==> config.mk <==
export PLATFORM = sky130hd
export DESIGN_NAME = irq_bank_ctrl
export DESIGN_NICKNAME = d
export VERILOG_FILES = /design/src/rtl/irqc_pkg.sv /design/src/rtl/irqc_line_sync.sv /design/src/rtl/irqc_enable_reg.sv /design/src/rtl/irqc_pend_core.sv /design/src/rtl/irq_bank_ctrl.sv
export SDC_FILE = /design/constraint.sdc
export NUM_CORES = 1
export LEC_CHECK = 0
export ABC_AREA = 1
export CORE_ASPECT_RATIO = 1.1
export CORE_MARGIN = 2
export CORE_UTILIZATION = 25
export CTS_CLUSTER_DIAMETER = 200
export DETAILED_ROUTE_END_ITERATION = 16
export GPL_TIMING_DRIVEN = 1
export PLACE_DENSITY_LB_ADDON = 0.2
export SYNTH_ARGS = -nofsm -noshare
export SYNTH_HDL_FRONTEND = slang
export SYNTH_SLANG_ARGS = --single-unit
==> constraint.sdc <==
create_clock -name clk -period 1.5 [get_ports clk]
set_input_delay 0.225 -clock clk [delete_from_list [all_inputs] [get_ports clk]]
set_output_delay 0.225 -clock clk [all_outputs]
set_load 0.1 [all_outputs]
==> src/rtl/irqc_pkg.sv <==
package irqc_pkg;

  localparam int DATA_W  = 32;
  localparam int BASIC_N = 8;
  localparam int BANK_N  = 32;

  // byte offsets of the register map
  localparam int OFF_PEND_BASIC = 'h00;
  localparam int OFF_PEND_B1    = 'h04;
  localparam int OFF_PEND_B2    = 'h08;
  localparam int OFF_STORE      = 'h0C;
  localparam int OFF_SET_B1     = 'h10;
  localparam int OFF_SET_B2     = 'h14;
  localparam int OFF_SET_BASIC  = 'h18;
  localparam int OFF_CLR_B1     = 'h1C;
  localparam int OFF_CLR_B2     = 'h20;
  localparam int OFF_CLR_BASIC  = 'h24;

  // layout of the basic pending word
  localparam int SUM_B1_BIT  = BASIC_N;
  localparam int SUM_B2_BIT  = BASIC_N + 1;
  localparam int N_TAP1      = 5;
  localparam int N_TAP2      = 6;
  localparam int TAP1_BASE   = BASIC_N + 2;
  localparam int TAP2_BASE   = TAP1_BASE + N_TAP1;
  localparam int BASIC_USED  = TAP2_BASE + N_TAP2;

  localparam int TAP1_LINE [N_TAP1] = '{7, 9, 10, 18, 19};
  localparam int TAP2_LINE [N_TAP2] = '{21, 22, 23, 24, 25, 30};

  // Assemble the basic pending word from the three masked pending vectors.
  function automatic logic [DATA_W-1:0] basic_word(
    input logic [BASIC_N-1:0] p0,
    input logic [BANK_N-1:0]  p1,
    input logic [BANK_N-1:0]  p2
  );
    logic [DATA_W-1:0] w;
    w = '0;
    w[BASIC_N-1:0] = p0;
    w[SUM_B1_BIT]  = |p1;
    w[SUM_B2_BIT]  = |p2;
    for (int k = 0; k < N_TAP1; k++) w[TAP1_BASE + k] = p1[TAP1_LINE[k]];
    for (int k = 0; k < N_TAP2; k++) w[TAP2_BASE + k] = p2[TAP2_LINE[k]];
    return w;
  endfunction

  // Apply a set or clear strobe to an enable mask.
  function automatic logic [BANK_N-1:0] strobe_mask(
    input logic [BANK_N-1:0] cur,
    input logic [BANK_N-1:0] bits,
    input logic              set_op,
    input logic              clr_op
  );
    if (set_op)      return cur | bits;
    else if (clr_op) return cur & ~bits;
    else             return cur;
  endfunction

endpackage

==> src/rtl/irqc_line_sync.sv <==
module irqc_line_sync #(
  parameter int W = 32
) (
  input  logic         clk,
  input  logic         rst_n,
  input  logic [W-1:0] lines_in,
  output logic [W-1:0] lines_q
);

  always_ff @(posedge clk) begin
    if (!rst_n) lines_q <= '0;
    else        lines_q <= lines_in;
  end

endmodule

==> src/rtl/irqc_enable_reg.sv <==
module irqc_enable_reg
  import irqc_pkg::*;
#(
  parameter int W = BANK_N
) (
  input  logic         clk,
  input  logic         rst_n,
  input  logic         set_stb,
  input  logic         clr_stb,
  input  logic [W-1:0] bits,
  output logic [W-1:0] en_q
);

  logic [BANK_N-1:0] cur_w;
  logic [BANK_N-1:0] bits_w;
  logic [BANK_N-1:0] nxt_w;

  assign cur_w  = BANK_N'(en_q);
  assign bits_w = BANK_N'(bits);
  assign nxt_w  = strobe_mask(cur_w, bits_w, set_stb, clr_stb);

  always_ff @(posedge clk) begin
    if (!rst_n) en_q <= '0;
    else        en_q <= nxt_w[W-1:0];
  end

  generate
    if (W < BANK_N) begin : g_pad
      logic unused_hi;
      assign unused_hi = |nxt_w[BANK_N-1:W];
    end
  endgenerate

endmodule

==> src/rtl/irqc_pend_core.sv <==
module irqc_pend_core
  import irqc_pkg::*;
(
  input  logic [BASIC_N-1:0] lvl_basic,
  input  logic [BANK_N-1:0]  lvl_b1,
  input  logic [BANK_N-1:0]  lvl_b2,
  input  logic [BASIC_N-1:0] en_basic,
  input  logic [BANK_N-1:0]  en_b1,
  input  logic [BANK_N-1:0]  en_b2,
  output logic [BASIC_N-1:0] pend_basic,
  output logic [BANK_N-1:0]  pend_b1,
  output logic [BANK_N-1:0]  pend_b2,
  output logic [DATA_W-1:0]  basic_status,
  output logic               irq
);

  assign pend_basic   = lvl_basic & en_basic;
  assign pend_b1      = lvl_b1 & en_b1;
  assign pend_b2      = lvl_b2 & en_b2;
  assign basic_status = basic_word(pend_basic, pend_b1, pend_b2);
  assign irq          = (|pend_basic) | (|pend_b1) | (|pend_b2);

endmodule

==> src/rtl/irq_bank_ctrl.sv <==
module irq_bank_ctrl
  import irqc_pkg::*;
#(
  parameter int ADDR_W = 8
) (
  input  logic              clk,
  input  logic              rst_n,
  input  logic [ADDR_W-1:0] reg_addr,
  input  logic              reg_we,
  input  logic [DATA_W-1:0] reg_wdata,
  output logic [DATA_W-1:0] reg_rdata,
  input  logic [BASIC_N-1:0] src_basic,
  input  logic [BANK_N-1:0]  src_bank1,
  input  logic [BANK_N-1:0]  src_bank2,
  output logic              irq_out
);

  // address hits
  logic hit_set_b1, hit_set_b2, hit_set_basic;
  logic hit_clr_b1, hit_clr_b2, hit_clr_basic;
  logic hit_store;

  assign hit_set_b1    = reg_addr == ADDR_W'(OFF_SET_B1);
  assign hit_set_b2    = reg_addr == ADDR_W'(OFF_SET_B2);
  assign hit_set_basic = reg_addr == ADDR_W'(OFF_SET_BASIC);
  assign hit_clr_b1    = reg_addr == ADDR_W'(OFF_CLR_B1);
  assign hit_clr_b2    = reg_addr == ADDR_W'(OFF_CLR_B2);
  assign hit_clr_basic = reg_addr == ADDR_W'(OFF_CLR_BASIC);
  assign hit_store     = reg_addr == ADDR_W'(OFF_STORE);

  // named write events
  logic wr_set_b1, wr_set_b2, wr_set_basic;
  logic wr_clr_b1, wr_clr_b2, wr_clr_basic;
  logic wr_store;

  assign wr_set_b1    = reg_we & hit_set_b1;
  assign wr_set_b2    = reg_we & hit_set_b2;
  assign wr_set_basic = reg_we & hit_set_basic;
  assign wr_clr_b1    = reg_we & hit_clr_b1;
  assign wr_clr_b2    = reg_we & hit_clr_b2;
  assign wr_clr_basic = reg_we & hit_clr_basic;
  assign wr_store     = reg_we & hit_store;

  // registered source lines
  logic [BASIC_N-1:0] lvl_basic;
  logic [BANK_N-1:0]  lvl_b1;
  logic [BANK_N-1:0]  lvl_b2;

  irqc_line_sync #(.W(BASIC_N)) u_sync_basic (
    .clk(clk), .rst_n(rst_n), .lines_in(src_basic), .lines_q(lvl_basic));
  irqc_line_sync #(.W(BANK_N)) u_sync_b1 (
    .clk(clk), .rst_n(rst_n), .lines_in(src_bank1), .lines_q(lvl_b1));
  irqc_line_sync #(.W(BANK_N)) u_sync_b2 (
    .clk(clk), .rst_n(rst_n), .lines_in(src_bank2), .lines_q(lvl_b2));

  // enable masks
  logic [BASIC_N-1:0] en_basic;
  logic [BANK_N-1:0]  en_bank1;
  logic [BANK_N-1:0]  en_bank2;

  irqc_enable_reg #(.W(BASIC_N)) u_en_basic (
    .clk(clk), .rst_n(rst_n), .set_stb(wr_set_basic), .clr_stb(wr_clr_basic),
    .bits(reg_wdata[BASIC_N-1:0]), .en_q(en_basic));
  irqc_enable_reg #(.W(BANK_N)) u_en_b1 (
    .clk(clk), .rst_n(rst_n), .set_stb(wr_set_b1), .clr_stb(wr_clr_b1),
    .bits(reg_wdata[BANK_N-1:0]), .en_q(en_bank1));
  irqc_enable_reg #(.W(BANK_N)) u_en_b2 (
    .clk(clk), .rst_n(rst_n), .set_stb(wr_set_b2), .clr_stb(wr_clr_b2),
    .bits(reg_wdata[BANK_N-1:0]), .en_q(en_bank2));

  // plain storage register
  logic [DATA_W-1:0] store_q;

  always_ff @(posedge clk) begin
    if (!rst_n)        store_q <= '0;
    else if (wr_store) store_q <= reg_wdata;
  end

  // pending logic
  logic [BASIC_N-1:0] pend_basic;
  logic [BANK_N-1:0]  pend_bank1;
  logic [BANK_N-1:0]  pend_bank2;
  logic [DATA_W-1:0]  basic_status;

  irqc_pend_core u_core (
    .lvl_basic(lvl_basic), .lvl_b1(lvl_b1), .lvl_b2(lvl_b2),
    .en_basic(en_basic), .en_b1(en_bank1), .en_b2(en_bank2),
    .pend_basic(pend_basic), .pend_b1(pend_bank1), .pend_b2(pend_bank2),
    .basic_status(basic_status), .irq(irq_out));

  // read mux
  always_comb begin
    reg_rdata = '0;
    if (reg_addr == ADDR_W'(OFF_PEND_BASIC))   reg_rdata = basic_status;
    else if (reg_addr == ADDR_W'(OFF_PEND_B1)) reg_rdata = DATA_W'(pend_bank1);
    else if (reg_addr == ADDR_W'(OFF_PEND_B2)) reg_rdata = DATA_W'(pend_bank2);
    else if (hit_store)                        reg_rdata = store_q;
    else if (hit_set_b1 | hit_clr_b1)          reg_rdata = DATA_W'(en_bank1);
    else if (hit_set_b2 | hit_clr_b2)          reg_rdata = DATA_W'(en_bank2);
    else if (hit_set_basic | hit_clr_basic)    reg_rdata = DATA_W'(en_basic);
  end

endmodule

==> flow_summary.ini <==
[worst_setup_path]
worstSetupPathType = flop to primary output
start_kind = flop
ff2ff_path_depth = 5
crit_fanout = 2
worstPathRequired_ns = 1.27
cp-endpoint = irq_out
end_kind = primary output
r2r_setup_slack_ns = 0.66
arrival_ns = 1.86

[floorplan]
die_w_um = 174
core_mm2 = 0.0313
io_pins = 148
row_count = 68
dieArea_mm2 = 0.0332
fp.dieH_um = 191
initial_utilization = 0.254

[global_routing]
grt_pass1_vias = 9125
antenna_found_initial = 1
overflow = 0
grt_max_degree = 84
grt_usage = 0.195
grt_pass1_wl_um = 49800

[yosys]
netlist_top_cells_area = dfxtp_1 (44%), nand2_1 (15%), o21ai_0 (6.7%)
yosys_warnings = 0
netlist_instances = 1185
ys_types = 27
synth-seq-cells = 176
synth-seq-area-share = 0.444
avgSynthCellArea_um2 = 6.70
netlist_area_mm2 = 0.00794
synth_top_area_cell = dfxtp_1
synth_top_area_share = 0.444
synthesis.nets = 1300

[hold_path]
whs_path_depth = 4
hp-class = input pin to flop

[power]
p_leak_nw = 6.81
vdd_drop_max_v = 0.000783
power_density_mw_per_mm2 = 715

[sta]
maxSlewViolCount = 0
fin_ws_ns = -0.589
fin_crit_sh = 1.39
fin_crit_ns = 2.09
finalClockSkew_ns = 0
hold_violations = 0
fin_tns_setup_ns = -17.55
worst_pin_slew_ns = 0.461
maxSlewHeadroom = 0.693
grt_setup_unrepaired = yes
setup-violations-final = 65
fmax_mhz = 479

[cells_and_area]
nFillCells = 3068
ff_latch_area_mm2 = 0.00354
final_cell_mix = nand2_1 (241), dfxtp_1 (161), buf_4 (141)
nets = 1611
syn_to_final_growth_pct = 81.6
multiInputGateArea_mm2 = 0.00515
final_core_util = 0.461
final_common_cell = nand2_1
drive_gt1_frac = 0.369

[detailed_routing]
drc = 0
drt_wl_total_um = 32400
vias = 8867
wl_per_cell_um = 16.8
vias_per_cell = 4.59
drtPass1Iterations = 4
drt-initial-drc-count = 535
postRouteAntennaNets = 0

[clocking]
clk-insertion-delay-late_ns = 0.43
root_buffer = clkbuf_16
clock_sinks = 176
cts.path.max_buffers = 2
cts_tree = built
clk_pin_slew_ns = 0.07
cts_hold_buf = 0
htreeDepth = 4
cts_buffers = 17

[job]
maxCapViolations = 0

[place]
dp_slack_ns = -0.883
gp_congestion = 0.870
port_buffers = 147
place_hpwl_um = 21600

[outcome]
status = complete, but fails checks
violations = negative setup slack
-- worst max-delay path, stage by stage, from the launching register on --
cell	delay, ns
dfxtp_2	0.33
nand2_1	0.08
nand4_1	0.14
nor2_2	0.22
nand4_1	0.15
nor2_1	0.12
buf_4	0.15
nand3_4	0.07
buf_12	0.17
-- kinds of logic after synthesis --
kind of cell	Yosys count	share of synthesized area
DFF	176	0.444
AOI/OAI and AO/OA	206	0.134
and+or+nand+nor	600	0.320
buffers and inverters	203	0.102
-- repair_timing --
item | 4_1_cts | 5_1_grt
pin swaps | 96 | 87
hold endpoints to repair | 0 | 0
resized for setup | 320 | 127
gates cloned | 16 | 0
buffers inserted | 31 | 7
setup endpoints to repair | 137 | 98
-- worst min-delay path by stage --
stage,from,endpoint,slack (ns)
after floorplan,src_bank1[0],u_sync_b1.lines_q[0],0.32
final,rst_n,u_sync_b1.lines_q[4],0.23
after global routing,rst_n,u_sync_b1.lines_q[5],0.26
after detailed placement,store_q[3],store_q[3],0.44
after CTS,rst_n,u_sync_basic.lines_q[5],0.23
after global placement,store_q[2],store_q[2],0.44
-- cell usage after synthesis, drive strengths merged --
cell    count
clkbuf     30
a31oi       2
dfxtp     176
o21ai     110
nand2     322
nand3      83
o211ai      6
nor3       30
inv       145
nor2      135
a21oi      87
o22ai       1
nor4        2
or2         2
nand4      26
buf        27
clkinv      1
-- per-layer routing --
layer | global-route usage | up-vias | routed length, um
met5 | 0 | - | 0
met4 | 0.0669 | 0 | 829
met1 | 0.240 | 4187 | 14000
li1 | - | 4405 | -
met2 | 0.347 | 227 | 16100
met3 | 0.0314 | 48 | 1420
-- cell type report --
type,instances,area share
clock buffers,17,0.0295
diodes,1,0.000174
well taps,420,0.0364
repair buffers,347,0.275
clock inverters,15,0.0120
inverters,146,0.0437
flip-flops and latches,176,0.246
multi-input cells,807,0.357
repair inverters,1,0.000260
-- where the power goes --
group	internal (mW)	total, mW	switching [mW]
clock	2.38	4.55	2.18
sequential	4.78	4.84	0.0607
combinational	0.460	0.919	0.459
total	7.62	10.3	2.70
-- per-stage QoR --
stage	hold WS (ns)	total power, mW	cells	instance area (um^2)
floorplan	0.323	5.20	1185	8460
detailed placement	0.445	5.75	1856	11900
finish	0.232	10.3	1930	14400
global route	0.261	10.6	1930	14400
global placement	0.442	5.75	1856	11900
CTS	0.233	10.4	1933	14100
Note: power is estimated with default switching activity, not from simulation.
